**src/rtl/fwimg_pkg.sv**
```systemverilog
package fwimg_pkg;
  localparam int unsigned HDR_WORDS     = 12;
  localparam int unsigned HDR_BYTES     = HDR_WORDS * 4;
  localparam int unsigned TBL_HDR_WORDS = 5;
  localparam int unsigned TBL_HDR_BYTES = TBL_HDR_WORDS * 4;
  localparam int unsigned ENT_WORDS     = 3;
  localparam int unsigned ENT_BYTES     = ENT_WORDS * 4;
  localparam int unsigned IDX_W         = 30;

  // header word positions
  localparam int unsigned F_LDR  = 0;
  localparam int unsigned F_HVER = 1;
  localparam int unsigned F_SIG  = 2;
  localparam int unsigned F_PF   = 3;
  localparam int unsigned F_CK   = 4;
  localparam int unsigned F_DSZ  = 6;
  localparam int unsigned F_TSZ  = 7;

  typedef enum logic [2:0] {
    E_NONE, E_SIZE, E_FMT, E_TSHAPE, E_TSIZE, E_TSUM, E_MSUM, E_ENTRY
  } fail_e;

  typedef enum logic [2:0] {
    S_IDLE, S_HDR, S_CHK, S_BODY, S_FIN
  } phase_e;
endpackage

```
**src/rtl/fwimg_fetch.sv**
```systemverilog
module fwimg_fetch
  import fwimg_pkg::*;
#(
  parameter int ADDR_W = 16
) (
  input  logic             clk,
  input  logic             rst_n,
  input  logic             go,
  input  logic             halt,
  input  logic [IDX_W-1:0] lim,
  output logic             rd_en,
  output logic [ADDR_W-1:0] rd_addr,
  output logic             vld,
  output logic [IDX_W-1:0] vidx
);
  logic             act_q, act_d;
  logic [IDX_W-1:0] idx_q, idx_d;
  logic [IDX_W-1:0] vidx_q, vidx_d;
  logic             vld_q;

  always_comb begin
    rd_en  = act_q && !halt && (idx_q < lim);
    act_d  = act_q;
    idx_d  = idx_q;
    vidx_d = vidx_q;
    if (go) begin
      act_d = 1'b1;
      idx_d = '0;
    end else begin
      if (halt) act_d = 1'b0;
      if (rd_en) begin
        idx_d  = idx_q + 1'b1;
        vidx_d = idx_q;
      end
    end
  end

  always_ff @(posedge clk or negedge rst_n) begin
    if (!rst_n) begin
      act_q  <= 1'b0;
      idx_q  <= '0;
      vidx_q <= '0;
      vld_q  <= 1'b0;
    end else begin
      act_q  <= act_d;
      idx_q  <= idx_d;
      vidx_q <= vidx_d;
      vld_q  <= rd_en;
    end
  end

  assign rd_addr = idx_q[ADDR_W-1:0];
  assign vld     = vld_q;
  assign vidx    = vidx_q;

  // consecutive reads walk the image one word at a time
  p_addr_step_r11: assert property (@(posedge clk) disable iff (!rst_n)
    rd_en && $past(rd_en) |-> idx_q == $past(idx_q) + 1'b1);
  // each read returns exactly one cycle later, tagged with its index
  p_read_return_r11: assert property (@(posedge clk) disable iff (!rst_n)
    rd_en |=> vld && (vidx == $past(idx_q)));
endmodule

```
**src/rtl/fwimg_sums.sv**
```systemverilog
module fwimg_sums
  import fwimg_pkg::*;
(
  input  logic             clk,
  input  logic             rst_n,
  input  logic             clr,
  input  logic             vld,
  input  logic [IDX_W-1:0] vidx,
  input  logic [31:0]      wdata,
  input  logic [IDX_W-1:0] main_words,
  input  logic [31:0]      ref_sum,
  output logic             main_nz,
  output logic             tbl_nz,
  output logic             ent_bad
);
  logic [31:0] msum_q, msum_d, tsum_q, tsum_d, acc_q, acc_d;
  logic [2:0]  ecnt_q, ecnt_d;
  logic [1:0]  slot_q, slot_d;
  logic        bad_q, bad_d;
  logic        in_main;

  always_comb begin
    in_main = vidx < main_words;
    msum_d = msum_q;
    tsum_d = tsum_q;
    acc_d  = acc_q;
    ecnt_d = ecnt_q;
    slot_d = slot_q;
    bad_d  = bad_q;
    if (clr) begin
      msum_d = '0;
      tsum_d = '0;
      acc_d  = '0;
      ecnt_d = '0;
      slot_d = '0;
      bad_d  = 1'b0;
    end else if (vld) begin
      if (in_main) begin
        msum_d = msum_q + wdata;
      end else begin
        tsum_d = tsum_q + wdata;
        if (ecnt_q < 3'(TBL_HDR_WORDS)) begin
          ecnt_d = ecnt_q + 1'b1;
        end else begin
          unique case (slot_q)
            2'd0: begin acc_d = wdata;         slot_d = 2'd1; end
            2'd1: begin acc_d = acc_q + wdata; slot_d = 2'd2; end
            default: begin
              if ((acc_q + wdata) != ref_sum) bad_d = 1'b1;
              slot_d = 2'd0;
            end
          endcase
        end
      end
    end
  end

  always_ff @(posedge clk or negedge rst_n) begin
    if (!rst_n) begin
      msum_q <= '0;
      tsum_q <= '0;
      acc_q  <= '0;
      ecnt_q <= '0;
      slot_q <= '0;
      bad_q  <= 1'b0;
    end else begin
      msum_q <= msum_d;
      tsum_q <= tsum_d;
      acc_q  <= acc_d;
      ecnt_q <= ecnt_d;
      slot_q <= slot_d;
      bad_q  <= bad_d;
    end
  end

  assign main_nz = msum_q != 32'd0;
  assign tbl_nz  = tsum_q != 32'd0;
  assign ent_bad = bad_q;

  // a failing entry stays recorded for the rest of the scan
  p_entry_sticky_r7: assert property (@(posedge clk) disable iff (!rst_n)
    bad_q && !clr |=> bad_q);
  // the table sum moves only on returned words
  p_tbl_quiet_r5: assert property (@(posedge clk) disable iff (!rst_n)
    !vld && !clr |=> $stable(tsum_q));
endmodule

```
**src/rtl/fwimg_ctrl.sv**
```systemverilog
module fwimg_ctrl
  import fwimg_pkg::*;
#(
  parameter int unsigned DEF_DATA_BYTES = 2000
) (
  input  logic             clk,
  input  logic             rst_n,
  input  logic             start,
  input  logic [31:0]      hdr_type,
  input  logic             vld,
  input  logic [IDX_W-1:0] vidx,
  input  logic [31:0]      wdata,
  input  logic             main_nz,
  input  logic             tbl_nz,
  input  logic             ent_bad,
  output logic             go,
  output logic             halt,
  output logic [IDX_W-1:0] lim,
  output logic [IDX_W-1:0] main_words,
  output logic [31:0]      ref_sum,
  output logic             busy,
  output logic             done,
  output logic             pass,
  output logic [2:0]       err_code
);
  localparam logic [31:0] DEF_TOTAL = 32'(DEF_DATA_BYTES + HDR_BYTES);

  phase_e st_q, st_d;
  logic [31:0] typ_q, typ_d, ldr_q, ldr_d, hver_q, hver_d;
  logic [31:0] sig_q, sig_d, pf_q, pf_d, ck_q, ck_d, dsz_q, dsz_d, tsz_q, tsz_d;
  logic        done_q, done_d, pass_q, pass_d;
  fail_e       err_q, err_d;

  logic [31:0]      data_bytes, total_bytes, ext_bytes;
  logic [32:0]      end_main;
  logic [IDX_W-1:0] mw_calc, total_words;
  logic             size_bad, fmt_bad, shape_bad, count_bad, fail_now;
  logic [39:0]      count_bytes;
  fail_e            fail_code;

  // size arithmetic from captured header fields
  always_comb begin
    data_bytes  = (dsz_q == 32'd0) ? 32'(DEF_DATA_BYTES) : dsz_q;
    total_bytes = (dsz_q == 32'd0) ? DEF_TOTAL : tsz_q;
    end_main    = {1'b0, data_bytes} + 33'(HDR_BYTES);
    ext_bytes   = total_bytes - end_main[31:0];
    mw_calc     = end_main[IDX_W+1:2];
    total_words = total_bytes[IDX_W+1:2];
    size_bad    = end_main > {1'b0, total_bytes};
    fmt_bad     = (ldr_q != 32'd1) || (hver_q != typ_q);
    shape_bad   = (ext_bytes != 32'd0) &&
                  ((ext_bytes < 32'(TBL_HDR_BYTES)) ||
                   (((ext_bytes - 32'(TBL_HDR_BYTES)) % 32'(ENT_BYTES)) != 32'd0));
    count_bytes = ({8'd0, wdata} * 40'(ENT_BYTES)) + 40'(TBL_HDR_BYTES);
    count_bad   = (ext_bytes != 32'd0) && (count_bytes != {8'd0, ext_bytes});
  end

  // next-state process
  always_comb begin
    st_d   = st_q;
    typ_d  = typ_q;
    ldr_d  = ldr_q;  hver_d = hver_q; sig_d = sig_q; pf_d = pf_q;
    ck_d   = ck_q;   dsz_d  = dsz_q;  tsz_d = tsz_q;
    done_d = 1'b0;
    pass_d = pass_q;
    err_d  = err_q;
    fail_now  = 1'b0;
    fail_code = E_NONE;
    go = 1'b0;

    unique case (st_q)
      S_IDLE: begin
        if (start) begin
          go    = 1'b1;
          typ_d = hdr_type;
          st_d  = S_HDR;
        end
      end
      S_HDR: begin
        if (vld) begin
          if (vidx == IDX_W'(F_LDR))  ldr_d  = wdata;
          if (vidx == IDX_W'(F_HVER)) hver_d = wdata;
          if (vidx == IDX_W'(F_SIG))  sig_d  = wdata;
          if (vidx == IDX_W'(F_PF))   pf_d   = wdata;
          if (vidx == IDX_W'(F_CK))   ck_d   = wdata;
          if (vidx == IDX_W'(F_DSZ))  dsz_d  = wdata;
          if (vidx == IDX_W'(F_TSZ))  tsz_d  = wdata;
          if (vidx == IDX_W'(HDR_WORDS - 1)) st_d = S_CHK;
        end
      end
      S_CHK: begin
        if (size_bad)       begin fail_now = 1'b1; fail_code = E_SIZE;   end
        else if (fmt_bad)   begin fail_now = 1'b1; fail_code = E_FMT;    end
        else if (shape_bad) begin fail_now = 1'b1; fail_code = E_TSHAPE; end
        else if (total_words <= IDX_W'(HDR_WORDS)) st_d = S_FIN;
        else st_d = S_BODY;
      end
      S_BODY: begin
        if (vld) begin
          if ((vidx == mw_calc) && count_bad) begin
            fail_now  = 1'b1;
            fail_code = E_TSIZE;
          end else if (vidx == total_words - 1'b1) begin
            st_d = S_FIN;
          end
        end
      end
      S_FIN: begin
        st_d   = S_IDLE;
        done_d = 1'b1;
        if (tbl_nz)       err_d = E_TSUM;
        else if (main_nz) err_d = E_MSUM;
        else if (ent_bad) err_d = E_ENTRY;
        else              err_d = E_NONE;
        pass_d = !tbl_nz && !main_nz && !ent_bad;
      end
      default: st_d = S_IDLE;
    endcase

    if (fail_now) begin
      st_d   = S_IDLE;
      done_d = 1'b1;
      pass_d = 1'b0;
      err_d  = fail_code;
    end
  end

  always_ff @(posedge clk or negedge rst_n) begin
    if (!rst_n) begin
      st_q  <= S_IDLE;
      typ_q <= '0; ldr_q <= '0; hver_q <= '0; sig_q <= '0;
      pf_q  <= '0; ck_q  <= '0; dsz_q  <= '0; tsz_q <= '0;
      done_q <= 1'b0;
      pass_q <= 1'b0;
      err_q  <= E_NONE;
    end else begin
      st_q  <= st_d;
      typ_q <= typ_d; ldr_q <= ldr_d; hver_q <= hver_d; sig_q <= sig_d;
      pf_q  <= pf_d;  ck_q  <= ck_d;  dsz_q  <= dsz_d;  tsz_q <= tsz_d;
      done_q <= done_d;
      pass_q <= pass_d;
      err_q  <= err_d;
    end
  end

  assign halt       = fail_now || (st_q == S_FIN);
  assign lim        = (st_q == S_HDR) ? IDX_W'(HDR_WORDS) : total_words;
  assign main_words = (st_q == S_HDR) ? IDX_W'(HDR_WORDS) : mw_calc;
  assign ref_sum    = sig_q + pf_q + ck_q;
  assign busy       = st_q != S_IDLE;
  assign done       = done_q;
  assign pass       = pass_q;
  assign err_code   = err_q;

  // pass agrees with the reason code on every result
  p_pass_code_r10: assert property (@(posedge clk) disable iff (!rst_n)
    done |-> pass == (err_code == 3'd0));
  // the result strobe lasts one cycle
  p_done_pulse_r10: assert property (@(posedge clk) disable iff (!rst_n)
    done |=> !done);
  // the reported code changes only together with a result
  p_code_held_r10: assert property (@(posedge clk) disable iff (!rst_n)
    !done |-> $stable(err_code));
  // a header-stage rejection never leaves the scan running
  p_hdr_reject_ends_r8: assert property (@(posedge clk) disable iff (!rst_n)
    (st_q == S_CHK) && (size_bad || fmt_bad || shape_bad) |=> !busy && done);
endmodule

```
**src/rtl/fwimg_check.sv**
```systemverilog
module fwimg_check
  import fwimg_pkg::*;
#(
  parameter int          ADDR_W         = 16,
  parameter int unsigned DEF_DATA_BYTES = 2000
) (
  input  logic              clk,
  input  logic              rst_n,
  input  logic              start,
  input  logic [31:0]       hdr_type,
  output logic              mem_rd_en,
  output logic [ADDR_W-1:0] mem_rd_addr,
  input  logic [31:0]       mem_rd_data,
  output logic              busy,
  output logic              done,
  output logic              pass,
  output logic [2:0]        err_code
);
  // asynchronous assert, synchronous release
  logic [1:0] rst_sync_q;
  logic       rst_n_i;
  always_ff @(posedge clk or negedge rst_n) begin
    if (!rst_n) rst_sync_q <= 2'b00;
    else        rst_sync_q <= {rst_sync_q[0], 1'b1};
  end
  assign rst_n_i = rst_sync_q[1];

  logic             go, halt, vld, main_nz, tbl_nz, ent_bad;
  logic [IDX_W-1:0] lim, vidx, main_words;
  logic [31:0]      ref_sum;

  fwimg_fetch #(.ADDR_W(ADDR_W)) u_fetch (
    .clk(clk), .rst_n(rst_n_i), .go(go), .halt(halt), .lim(lim),
    .rd_en(mem_rd_en), .rd_addr(mem_rd_addr), .vld(vld), .vidx(vidx)
  );

  fwimg_sums u_sums (
    .clk(clk), .rst_n(rst_n_i), .clr(go), .vld(vld), .vidx(vidx),
    .wdata(mem_rd_data), .main_words(main_words), .ref_sum(ref_sum),
    .main_nz(main_nz), .tbl_nz(tbl_nz), .ent_bad(ent_bad)
  );

  fwimg_ctrl #(.DEF_DATA_BYTES(DEF_DATA_BYTES)) u_ctrl (
    .clk(clk), .rst_n(rst_n_i), .start(start), .hdr_type(hdr_type),
    .vld(vld), .vidx(vidx), .wdata(mem_rd_data),
    .main_nz(main_nz), .tbl_nz(tbl_nz), .ent_bad(ent_bad),
    .go(go), .halt(halt), .lim(lim), .main_words(main_words), .ref_sum(ref_sum),
    .busy(busy), .done(done), .pass(pass), .err_code(err_code)
  );

  // the memory is left alone between scans
  p_no_read_idle_r11: assert property (@(posedge clk) disable iff (!rst_n_i)
    !busy |-> !mem_rd_en);
endmodule

```
**config.mk**
```make
export PLATFORM = sky130hd
export DESIGN_NAME = fwimg_check
export DESIGN_NICKNAME = d
export VERILOG_FILES = /design/src/rtl/fwimg_pkg.sv /design/src/rtl/fwimg_fetch.sv /design/src/rtl/fwimg_sums.sv /design/src/rtl/fwimg_ctrl.sv /design/src/rtl/fwimg_check.sv
export SDC_FILE = /design/constraint.sdc
export NUM_CORES = 2
export LEC_CHECK = 0
export BUFFER_PORTS_ARGS = -buffer_cell sky130_fd_sc_hd__buf_2
export CELL_PAD_IN_SITES_DETAIL_PLACEMENT = 1
export CELL_PAD_IN_SITES_GLOBAL_PLACEMENT = 2
export CORE_MARGIN = 4
export CORE_UTILIZATION = 40
export CTS_BUF_LIST = sky130_fd_sc_hd__clkbuf_16
export DETAILED_ROUTE_END_ITERATION = 16
export PLACE_DENSITY_LB_ADDON = 0.1
export SLEW_MARGIN = 20
export SYNTH_ARGS = -nofsm -noshare
export SYNTH_HDL_FRONTEND = slang
export SYNTH_SLANG_ARGS = --single-unit
```
**constraint.sdc**
```tcl
create_clock -name clk -period 15.9 [get_ports clk]
set_clock_uncertainty 0.15 [all_clocks]
set_input_delay 0.795 -clock clk [delete_from_list [all_inputs] [get_ports clk]]
set_output_delay 0.795 -clock clk [all_outputs]
set_load 0.005 [all_outputs]
```
# Word level (Yosys, flattened, before mapping)
# Cells that the tools add are included.
word_totals:
  regBits: 430
  out_inout_bits: 23
  word_cells: 191
classes:
  n_addsub: 12
  n_mul: 1
  div_mod_pow: 1
  order_cmp: 6
  n_eq_ne: 30
  mux: 69
  bitwise: 1
  n_reduce_logical: 48
ops:
  columns: ["operator", "count"]
  rows:
  - ["2-to-1 mux 32 bit", 12]
  - ["adder 32 bit", 5]
  - ["nonzero test 32 bit", 4]
  - ["2-to-1 mux 30 bit", 4]
  - ["equality test 30 x 3 -> 1 bit (second input constant)", 3]
  - ["2-to-1 mux 3 bit", 24]
  - ["inequality test 32 bit", 2]
  - ["case mux 32 bit (2 select lines)", 1]
  - ["equality test 30 x 2 -> 1 bit (second input constant)", 2]
  - ["equality test 30 bit", 2]
  - ["less-than comparator 30 bit", 2]
  - ["inequality test 40 x 32 -> 1 bit", 1]
  - ["adder 36 x 5 -> 37 bit (second input constant)", 1]
  - ["multiplier 32 x 2 -> 34 bit (second input constant)", 1]
  - ["adder 32 x 6 -> 33 bit (second input constant)", 1]
  - ["greater-than comparator 33 x 32 -> 1 bit", 1]
  - ["zero test 32 bit", 1]
  - ["less-than comparator 32 x 5 -> 1 bit (second input constant)", 1]
  - ["remainder unit 32 x 4 -> 32 bit (second input constant)", 1]
  - ["inequality test 32 x 1 -> 1 bit (second input constant)", 1]
  - ["subtractor 32 bit", 1]
  - ["subtractor 32 x 5 -> 32 bit (second input constant)", 1]
  - ["adder 30 x 1 -> 30 bit (second input constant)", 1]
  - ["equality test 30 x 1 -> 1 bit (second input constant)", 1]
  - ["other kinds (35)", 94]

# Depth between registers and ports, before layout
depth:
  depth_word: 19
  mapped_depth: 62
  depth_no_buf: 53

# Hierarchy
# Synthesis repeated with hierarchy kept, for this count alone.
hier_totals:
  hier_cells: 4364
  hier_area_um2: 38495.7
by_module_without_submodules:
  columns: ["module", "n_inst", "cells_each", "area_each_um2"]
  rows:
  - ["fwimg_ctrl", 1, 2655, 23663.9]
  - ["fwimg_sums", 1, 1302, 10600.2]
  - ["fwimg_fetch", 1, 404, 4177.8]
  - ["fwimg_check", 1, 3, 53.8]

# Least setup slack after synthesis
# OpenSTA, ideal clock, no wires.
synth_path:
  path_type: "register to output"
  startpoint: "register u_ctrl.dsz_q[7]"
  endpoint: "output port mem_rd_en"
  arrival_time_ps: 12706
  required_ps: 14955
  setup_slack_ps: 2249
  path_stages_with_launch: 55
  path_cell_list: "dfrtp_1 -> buf_2 -> nor4_2 -> nand4_1 -> nor2_1 -> clkbuf_1 -> nor2_1 -> ha_1 -> nand2b_1 -> a21oi_1 -> nor2b_1 -> nand4_1 -> nor2_1 -> xor2_1 -> ha_1 -> clkbuf_1 -> nand4_1 -> or3_1 -> (+19 left out) -> nand3_1 -> nand2_1 -> o41ai_2 -> nand2_4 -> mux2i_1 -> or4_4 -> mux2_4 -> xnor2_2 -> o32ai_1 -> a2111oi_2 -> nor2_1 -> or4_1 -> o2111a_1 -> o221a_1 -> o311ai_4 -> nand2_2 -> and3_1 -> buf_6"
synth_between:
  elab_chain_len: 17
  elab_cells_between_ends: 29
synth_lines:
  columns: ["element", "line_no", "text"]
  rows:
  - ["start: declaration", "fwimg_ctrl.sv:30", "logic [31:0] sig_q, sig_d, pf_q, pf_d, ck_q, ck_d, dsz_q, dsz_d, tsz_q, tsz_d;"]
  - ["start signal: assignment", "fwimg_ctrl.sv:139", "pf_q <= pf_d; ck_q <= ck_d; dsz_q <= dsz_d; tsz_q <= tsz_d;"]
  - ["zero test 32 bit", "fwimg_ctrl.sv:43, fwimg_ctrl.sv:44", null]
  - ["2-to-1 mux 32 bit", "fwimg_ctrl.sv:43", "data_bytes = (dsz_q == 32'd0) ? 32'(DEF_DATA_BYTES) : dsz_q;"]
  - ["adder 32 x 6 -> 33 bit", "fwimg_ctrl.sv:45", "end_main = {1'b0, data_bytes} + 33'(HDR_BYTES);"]
  - ["subtractor 32 bit", "fwimg_ctrl.sv:46", "ext_bytes = total_bytes - end_main[31:0];"]
  - ["subtractor 32 x 5 -> 32 bit", "fwimg_ctrl.sv:53", "(((ext_bytes - 32'(TBL_HDR_BYTES)) % 32'(ENT_BYTES)) != 32'd0));"]
  - ["remainder unit 32 x 4 -> 32 bit", "fwimg_ctrl.sv:53", null]
  - ["nonzero test 32 bit", "fwimg_ctrl.sv:53", null]
  - ["logical OR 1 bit", "fwimg_ctrl.sv:52", "((ext_bytes < 32'(TBL_HDR_BYTES)) ||"]
  - ["logical AND 1 bit", "fwimg_ctrl.sv:51", "shape_bad = (ext_bytes != 32'd0) &&"]
  - ["2-to-1 mux 1 bit", "fwimg_ctrl.sv:94", "else if (shape_bad) begin fail_now = 1'b1; fail_code = E_TSHAPE; end"]
  - ["2-to-1 mux 1 bit", "fwimg_ctrl.sv:93", "else if (fmt_bad) begin fail_now = 1'b1; fail_code = E_FMT; end"]
  - ["2-to-1 mux 1 bit", "fwimg_ctrl.sv:92", "if (size_bad) begin fail_now = 1'b1; fail_code = E_SIZE; end"]
  - ["case mux 1 bit (2 select lines)", "fwimg_ctrl.sv:71", "unique case (st_q)"]
  - ["logical OR 1 bit", "fwimg_ctrl.sv:146", "assign halt = fail_now || (st_q == S_FIN);"]
  - ["zero test 1 bit", "fwimg_fetch.sv:22", "rd_en = act_q && !halt && (idx_q < lim);"]
  - ["logical AND 1 bit", "fwimg_fetch.sv:22", null]
  - ["logical AND 1 bit (*)", "fwimg_fetch.sv:22", null]
  - ["end: declaration", "fwimg_check.sv:11", "output logic mem_rd_en,"]
# Every way passes the cells marked *; elsewhere a longest branch is shown, timed or not.

# Worst setup path in the final report
# Same ends and word-level chain as after synthesis.

==> metrics.txt <==
met2 GRT Util a little under half; worst skew pair latency approximately 0.62 ns; Yosys top cell area share 29.7%; gr busiest metal met2; ANT cells 0; Worst setup endpoint mem_rd_en; RePlAce Congestion between 0.8 and 0.9; CTS tree built; largest net degree at the start of global routing around 130; fmax 65.5 MHz; R2R Path End u_fetch.vidx[21]; GRT overflow 0; Area contributors post-synth dfrtp_1 30%, ha_1 9.7%, xnor2_1 8.2%, mux2_2 7.0%, nand2_1 4.1%; hpwl dp just over 90000 um; first-pass GRT wire length between 150000 and 200000 um; most frequent CP cell buf_4; Final TNS setup 0 ns; Hold Path Class reg -> reg; Slew @ Worst Pin between 1 and 1.5 ns; GR met3 Demand/Resource 2.23%; share of layout cells above drive strength 1 between 10% and 20%; Worst R2R Setup Slack about 1.3 ns; setup violators final 0; core area 90000 um2; CP Launch Type flop; Seq cells post-synth 430; slowest stage cell, crit path a2111oi_2; worst r2r src u_ctrl.dsz_q[7]; Post-DP Area 38200 um2; Cell Area, Synth around 36000 um2; Layout area overhead 11.8%; Post-Route Utilization a little under half; # DRC 0; First-pass DRT Iterations 5; min Tclk post-route 15.27 ns; Num CTS Buffers 52; Clock transition at path regs 0.06 ns; final hold violation count 0; initial antenna violation count 4; Yosys cell types between 100 and 150; Cell Rows 110; IO Count 90; critical path startpoint u_ctrl.dsz_q[7]; Critical Path RT 14.96 ns; Post-DRT Antenna Nets 0; Die Height ~310 um; Post-synth EDFFs 0; CTS sink count 430; Setup crit end kind output pin; Vias 30285; Via density roughly 5.7; sequential fraction of the synthesis area ~30%; Main synth FF type dfrtp_1; mean post-synth cell area 9.07 um2; max_cap viols 0; Horiz. Die Dim slightly above 300 um; kind of critical path reg -> out; Root Buffer clkbuf_16; drt initial violations 1500; post-route cell area slightly above 40000 um2; Total Wirelength 124000 um; Arrival @ worst endpoint approximately 14 ns; slew margin rel. 22.9%; CTS Buffer Depth 3; post-synth net total about 4400; crit path max fanout 9; Layout Nets 4475; initial core utilization approximately two fifths; status completed; FF-to-FF path depth 49; input/output buffers 89; total track usage between 20 and 30%; Synth Instances 4000; final worst-path cycle share a little under 100%; ys async rst share 100%; drt wl/cell about 23 um; GR Util met1 34.6%; leading area contributor after synthesis dfrtp_1; Max H-tree Level 2; Yosys warnings 0; die area 95600 um2; max incr delay on CP 0.56 ns; vias in the first global route around 32000; max-slew violations 0
==> layout by cell type (no fill, tap or decap), types with 70 or more instances in the layout <==
| cell | synthesis | final |
|---|---|---|
| a21oi_1 | 267 | 262 |
| buf_2 | 12 | 89 |
| buf_4 | 20 | 100 |
| dfrtp_1 | 430 | 429 |
| ha_1 | 280 | 277 |
| inv_1 | 199 | 210 |
| mux2_2 | 225 | 225 |
| mux2i_1 | 82 | 81 |
| nand2_1 | 398 | 392 |
| nand3_1 | 112 | 111 |
| nand4_1 | 80 | 80 |
| nor2_1 | 259 | 253 |
| nor3_1 | 76 | 70 |
| o21ai_0 | 140 | 138 |
| o21bai_1 | 122 | 122 |
| xnor2_1 | 339 | 331 |
| xor2_1 | 118 | 115 |
==> area by class of cell <==
type | count | area, um2
clock buffers | 53 | 1330
clock inverters | 39 | 414
fillers | 10347 | 49400
inverters | 199 | 747
multi-input cells | 3216 | 24600
flip-flops and latches | 430 | 10800
well taps | 1176 | 1470
repair buffers | 192 | 1250
==> kinds of logic after synthesis <==
| kind of cell | share of synthesized area (%) |
|---|---|
| AOI/OAI and AO/OA | 15.1 |
| xor gates and xnor gates | 11.4 |
| adders and majority gates | 11.7 |
| buffers and inverters | 4.00 |
| DFF | 29.7 |
| muxes | 10.7 |
| other | 0.0103 |
| and+or+nand+nor | 17.4 |
==> metrics by stage <==
stage,hold WS (ns),std cells,setup WS [ns]
floorplan,0.181,4000,2.25
global placement,0.184,5194,0.394
detailed placement,0.188,5194,0.123
CTS,0.175,5290,0.00456
global route,0.196,5305,-0.0917
finish,0.199,5305,0.628
==> cell usage after synthesis, types with 21 or more instances <==
| cell type | count |
|---|---|
| dfrtp_1 | 430 |
| nand2_1 | 398 |
| xnor2_1 | 339 |
| ha_1 | 280 |
| a21oi_1 | 267 |
| nor2_1 | 259 |
| mux2_2 | 225 |
| inv_1 | 199 |
| o21ai_0 | 140 |
| o21bai_1 | 122 |
| xor2_1 | 118 |
| nand3_1 | 112 |
| clkbuf_1 | 109 |
| mux2i_1 | 82 |
| nand4_1 | 80 |
| nor3_1 | 76 |
| nor4_1 | 65 |
| nand2b_1 | 46 |
| a21o_1 | 42 |
| nor2b_1 | 41 |
| and3_1 | 38 |
| fa_1 | 37 |
| and2_1 | 36 |
| mux2_4 | 33 |
| or3_1 | 28 |
| a211oi_1 | 21 |
==> worst max-delay path: cells and delay by family (launching register included) <==
family          cells  cell delay, ns
flops               1            0.50
fa+ha+maj           1            0.26
buf+inv             5            1.03
mux                 3            1.18
simple gates       19            5.18
compound gates     19            5.38
xor+xnor            1            0.15
==> metal layers <==
layer / vias up / share of wire (%)
met5: - / 0
met4: 0 / 2.7
li1: 14410 / -
met3: 141 / 2.8
met2: 455 / 49
met1: 15279 / 46
==> registers in the layout, summed over array words and instances, names as in the netlist, 2 cells and up <==
register	count
u_ctrl.typ_q	32
u_fetch.idx_q	30
rst_sync_q	2
u_sums.acc_q	32
u_ctrl.hver_q	32
u_sums.tsum_q	32
u_ctrl.sig_q	32
u_ctrl.pf_q	32
u_sums.msum_q	32
u_sums.ecnt_q	3
u_fetch.vidx	30
u_ctrl.err_code	3
u_ctrl.st_q	3
u_sums.slot_q	2
u_ctrl.tsz_q	32
u_ctrl.ldr_q	32
u_ctrl.dsz_q	32
u_ctrl.ck_q	32
==> what timing repair did <==
action / 4_1_cts / 5_1_grt
buffers inserted: 3 / 15
setup endpoints to repair: 1 / 65
gates resized for setup: 18 / 67
hold buffers: 1 / 0
pin swaps: 1 / 12
hold endpoints to repair: 2 / 0
==> worst min-delay path by stage <==
stage / start / to / slack (ns) / cells past startpoint
2_1_floorplan: rst_sync_q[0] / rst_sync_q[1] / 0.18 / 0
3_3_place_gp: rst_sync_q[0] / rst_sync_q[1] / 0.18 / 0
3_5_place_dp: rst_sync_q[0] / rst_sync_q[1] / 0.19 / 0
4_1_cts: hdr_type[24] / u_ctrl.typ_q[24] / 0.18 / 3
5_1_grt: hdr_type[24] / u_ctrl.typ_q[24] / 0.20 / 3
6_report: rst_sync_q[0] / rst_sync_q[1] / 0.20 / 0
Power is left out: the tool's default activity adds up to more than one toggle a clock period on the data nets, which glitch-free logic cannot reach.
